`config.mk`:
```
export PLATFORM = sky130hd
export DESIGN_NAME = irq_ctrl2
export DESIGN_NICKNAME = d
export VERILOG_FILES = /design/src/rtl/irq_ctrl2.sv
export SDC_FILE = /design/constraint.sdc
export NUM_CORES = 1
export LEC_CHECK = 0
export ABC_AREA = 1
export BUFFER_PORTS_ARGS = -buffer_cell sky130_fd_sc_hd__clkbuf_2
export CELL_PAD_IN_SITES_DETAIL_PLACEMENT = 1
export CELL_PAD_IN_SITES_GLOBAL_PLACEMENT = 2
export CORE_MARGIN = 4
export CORE_UTILIZATION = 30
export CTS_CLUSTER_SIZE = 14
export DETAILED_ROUTE_END_ITERATION = 12
export PLACE_DENSITY = 0.89
export SETUP_SLACK_MARGIN = 0.2
export SYNTH_ARGS = -nofsm -noshare
export SYNTH_HDL_FRONTEND = slang
export SYNTH_SLANG_ARGS = --single-unit
```
`constraint.sdc`:
```
create_clock -name clk_i -period 1.84 [get_ports clk_i]
set_input_delay 0.184 -clock clk_i [delete_from_list [all_inputs] [get_ports clk_i]]
set_output_delay 0.184 -clock clk_i [all_outputs]
set_load 0.02 [all_outputs]
```
`src/rtl/irq_ctrl2.sv`:
```
module irq_ctrl2 #(
  parameter int NEV = 6,
  parameter logic [NEV+1:0] PERIPH_MASK = 'hF0,
  parameter logic [15:0] VEC_HI = 16'h0008,
  parameter logic [15:0] VEC_LO = 16'h0018
) (
  input  logic           clk_i,
  input  logic           rst_ni,
  input  logic [NEV-1:0] evt_i,
  input  logic           ext_pin_i,
  input  logic [3:0]     pc_pins_i,
  input  logic           wr_en_i,
  input  logic [1:0]     addr_i,
  input  logic [NEV+1:0] wr_data_i,
  output logic [NEV+1:0] rd_data_o,
  input  logic           boundary_i,
  output logic           irq_req_o,
  output logic [15:0]    vec_o,
  input  logic           ack_i,
  input  logic           ret_i,
  output logic [1:0]     level_o
);
  localparam int N = NEV + 2;

  logic [N-1:0] flag_q, en_q, pri_q;
  logic [3:0]   ctl_q;
  logic         ext_q;
  logic [3:0]   pc_q;
  logic         act_hi_q, act_lo_q;

  wire pmode     = ctl_q[0];
  wire gen_a     = ctl_q[1];
  wire gen_b     = ctl_q[2];
  wire edge_rise = ctl_q[3];

  wire ext_edge = edge_rise ? (ext_pin_i & ~ext_q) : (~ext_pin_i & ext_q);
  wire pc_chg   = |(pc_pins_i ^ pc_q);
  wire [N-1:0] set_v = {evt_i, pc_chg, ext_edge};

  wire [N-1:0] pend = flag_q & en_q;
  wire legacy_ok = gen_a & |(pend & (~PERIPH_MASK | {N{gen_b}}));
  wire hi_ok     = gen_a & |(pend & pri_q);
  wire lo_ok     = gen_b & |(pend & ~pri_q);
  wire idle      = ~act_hi_q & ~act_lo_q;

  wire take_hi = pmode ? (hi_ok & ~act_hi_q) : (legacy_ok & idle);
  wire take_lo = pmode & lo_ok & idle & ~take_hi;

  assign irq_req_o = boundary_i & (take_hi | take_lo);
  assign vec_o     = take_lo ? VEC_LO : VEC_HI;
  assign level_o   = {act_hi_q, act_lo_q};

  always_comb begin
    case (addr_i)
      2'd0:    rd_data_o = flag_q;
      2'd1:    rd_data_o = en_q;
      2'd2:    rd_data_o = pri_q;
      default: rd_data_o = {{(N-4){1'b0}}, ctl_q};
    endcase
  end

  wire wr_flag = wr_en_i & (addr_i == 2'd0);

  always_ff @(posedge clk_i) begin
    if (!rst_ni) begin
      flag_q <= '0;
      en_q   <= '0;
      pri_q  <= '0;
      ctl_q  <= '0;
      ext_q  <= 1'b0;
      pc_q   <= '0;
    end else begin
      ext_q  <= ext_pin_i;
      pc_q   <= pc_pins_i;
      flag_q <= (wr_flag ? wr_data_i : flag_q) | set_v;
      if (wr_en_i && addr_i == 2'd1) en_q  <= wr_data_i;
      if (wr_en_i && addr_i == 2'd2) pri_q <= wr_data_i;
      if (wr_en_i && addr_i == 2'd3) ctl_q <= wr_data_i[3:0];
    end
  end

  always_ff @(posedge clk_i) begin
    if (!rst_ni) begin
      act_hi_q <= 1'b0;
      act_lo_q <= 1'b0;
    end else if (ack_i && irq_req_o) begin
      if (take_hi) act_hi_q <= 1'b1;
      else         act_lo_q <= 1'b1;
    end else if (ret_i) begin
      if (act_hi_q) act_hi_q <= 1'b0;
      else          act_lo_q <= 1'b0;
    end
  end
endmodule

```
==> results.md <==
* Area after DPL at 2080 um2
* Chip Height at 87.7 um
* Final setup violation count at 0
* CTS root buffer: clkbuf_8
* Drt first pass iters at 4
* Sequential share of the synthesized area at 36.8%
* NumNets Final at 343
* I/O pins at 54
* Hold WS at 92.8 ps
* CP arrival at 1420 ps
* Crit Path Max Fanout at 3
* Post-route cell area at 2380 um2
* TritonCTS clock tree: yes
* CP top delay family: simple AND/OR/NAND/NOR gates
* CP cell instances: nand2_4 > nor2_1 > nor2_1 > nand4_1 > nand2_2 > a21boi_1 > clkbuf_4
* Pwr/cell area at 830 nW/um2
* RSZ-0062 raised after global routing: yes
* Leak at 0.00114 uW
* # rows at 28
* Slowest CP cell: dfxtp_2
* Gate Count Post-Synth at 275
* Diodes inserted at 0
* Die W at 87.7 um
* Layout area overhead at 25.0%
* CP Launch Type: flop
* Crit path capture type: primary output
* Via count at 1880
* Routed vias/inst at 4.80
* DP HPWL at 4.05 mm
* Clk_lat worst skew at 290 ps
* Clock Skews at 5.08 ps
* Yosys synthesis warning count at 0
* Leading post-synthesis cells by cell area: dfxtp_1 (37%), nand2_1 (9.7%), buf_4 (7.5%), inv_1 (7.5%), a21oi_1 (6.8%)
* Antenna Nets Post-Route at 0
* Largest net degree at the start of global routing at 27
* Routed WL at 5.49 mm
* Fin. max-slew vios at 0
* Final hold vios at 0
* Core area at 6030 um2
* Status: finished clean
* Drt drc at 0
* Post-DR wirelength/cell at 14.0 um
* GP Congestion at 0.778
* Fill cell count at 807
* Most used cell, CP: nor2_1
* Distinct cells, synth at 29
* First-pass GRT wire length at 9.07 mm
* Setup CP Type: flop to primary output
* Commonest cells after routing, fill and taps aside: inv_1 (38), clkbuf_2 (36), nand2_1 (33)
* Commonest non-fill, non-tap cell in the layout: inv_1
* Port-buffer cells at 38
* Post-cts hold buffer count at 0
* Dominant cell type by area after synthesis: dfxtp_1
* H-tree levels at 2
* Fmax at 0.622 GHz
* Gr ovfl total at 0
* MaxCap Viol Count at 0
* Vias in the first global route at 1889
* Share of layout cells above drive strength 1 at 33.8%
* Clock slew at reported path FFs at 80 ps
* Cell Area, Synth at 1910 um2
* Initial antenna violation count at 0
* Avg Inst Size Synth at 6.93 um2
* Worst vdd ir at 0.000299 V
* Buf+Inv Stages, Crit Path at 1
* Minimum clock period at 1610 ps
* Clock sinks at 35
* Setup_tns at 0 ps
* Clk buf depth at 2
* Total Routing Usage GR at 15.2%
* Yosys top cell area share at 36.8%
* Crit share post-route at 87.3%
* Die ar. at 7690 um2
* Worst path max stage delay at 380 ps
* Hold Path Class: input port to flop
* WP data required at 1660 ps
* Seq cells post-synth at 35
* DRT iter0 DRCs at 49
* Initial Utilization at 31.6%
* CTS Buf Count at 5
## power by group
part / internal, uW / switching (uW)
logic: 99.6 / 194
clock network: 541 / 305
registers: 802 / 35.2
total: 1440 / 535
## layout make-up
type                    instances  area (um2)  share of cell area [%]
clock inverters                 3        67.6                    2.84
well taps                      75        93.8                    3.94
multi-input cells             188        1020                    42.9
repair buffers                 45         248                    10.4
clock buffers                   5        68.8                    2.89
inverters                      41         156                    6.57
flip-flops and latches         35         726                    30.5
## layer usage
layer  routed length [um]  vias to the layer above  track usage, %
met5                    0                        -               0
met4                  128                        0            6.42
met3                  279                       13            3.29
met2                 2620                       50            24.3
met1                 2460                      881            19.7
li1                     -                      936               -
## repair_timing
action,in CTS,in global routing
setup endpoints to repair,2,2
buffers inserted,4,2
gates resized for setup,30,24
pin swaps,7,11
## cell usage after synthesis
library cell	number
a21boi_0	1
a21oi_1	26
a221oi_1	1
a221oi_2	1
a31oi_1	4
buf_2	3
buf_4	19
clkbuf_1	2
clkinv_1	1
conb_1	2
dfxtp_1	35
inv_1	38
inv_2	1
inv_4	1
nand2_1	49
nand2_2	2
nand2_4	1
nand3_1	10
nand3_2	4
nand4_1	2
nor2_1	29
nor2_2	1
nor2_4	2
nor4_1	2
o21ai_0	25
o221ai_1	4
o22ai_1	3
o31ai_1	2
xor2_1	4
## through the flow
stage	cells	power (uW)	utilization [%]	worst slack, ps
after global placement	378	1110	34.5	348
final	392	1980	39.5	233
after CTS	390	1980	38.2	198
after detailed placement	378	1120	34.5	383
after global routing	392	2070	39.5	122
after floorplan	288	1040	-	387
## worst min-delay path: stages
cell	delay, ps
clkbuf_2	90
nand2_1	50
inv_1	40
## registers in the layout, summed over array words and instances, names as in the netlist
register and cells:
ctl_q 4, act_hi_q 1, pc_q 4, flag_q 8, ext_q 1, act_lo_q 1
en_q 8, pri_q 8
## logic make-up after synthesis
kind of cell | Yosys count | share of synthesized area, %
AND/OR/NAND/NOR | 102 | 24.2
AO/OA/AOI/OAI | 67 | 20.0
buffers and inverters | 65 | 16.9
flip-flops | 35 | 36.8
XOR/XNOR | 4 | 1.84
other | 2 | 0.394
## path summary, 6_finish.rpt
kind / startpoint / to / slack [ps] / cells past startpoint
worst max-delay path: en_q[6] / irq_req_o / 230 / 7
worst min-delay path: pc_pins_i[3] / pc_q[3] / 90 / 3
worst max register to register: flag_q[2] / act_hi_q / 500 / 11
worst min register to register: flag_q[0] / flag_q[0] / 490 / 2
(Power assumes the default switching activity.)
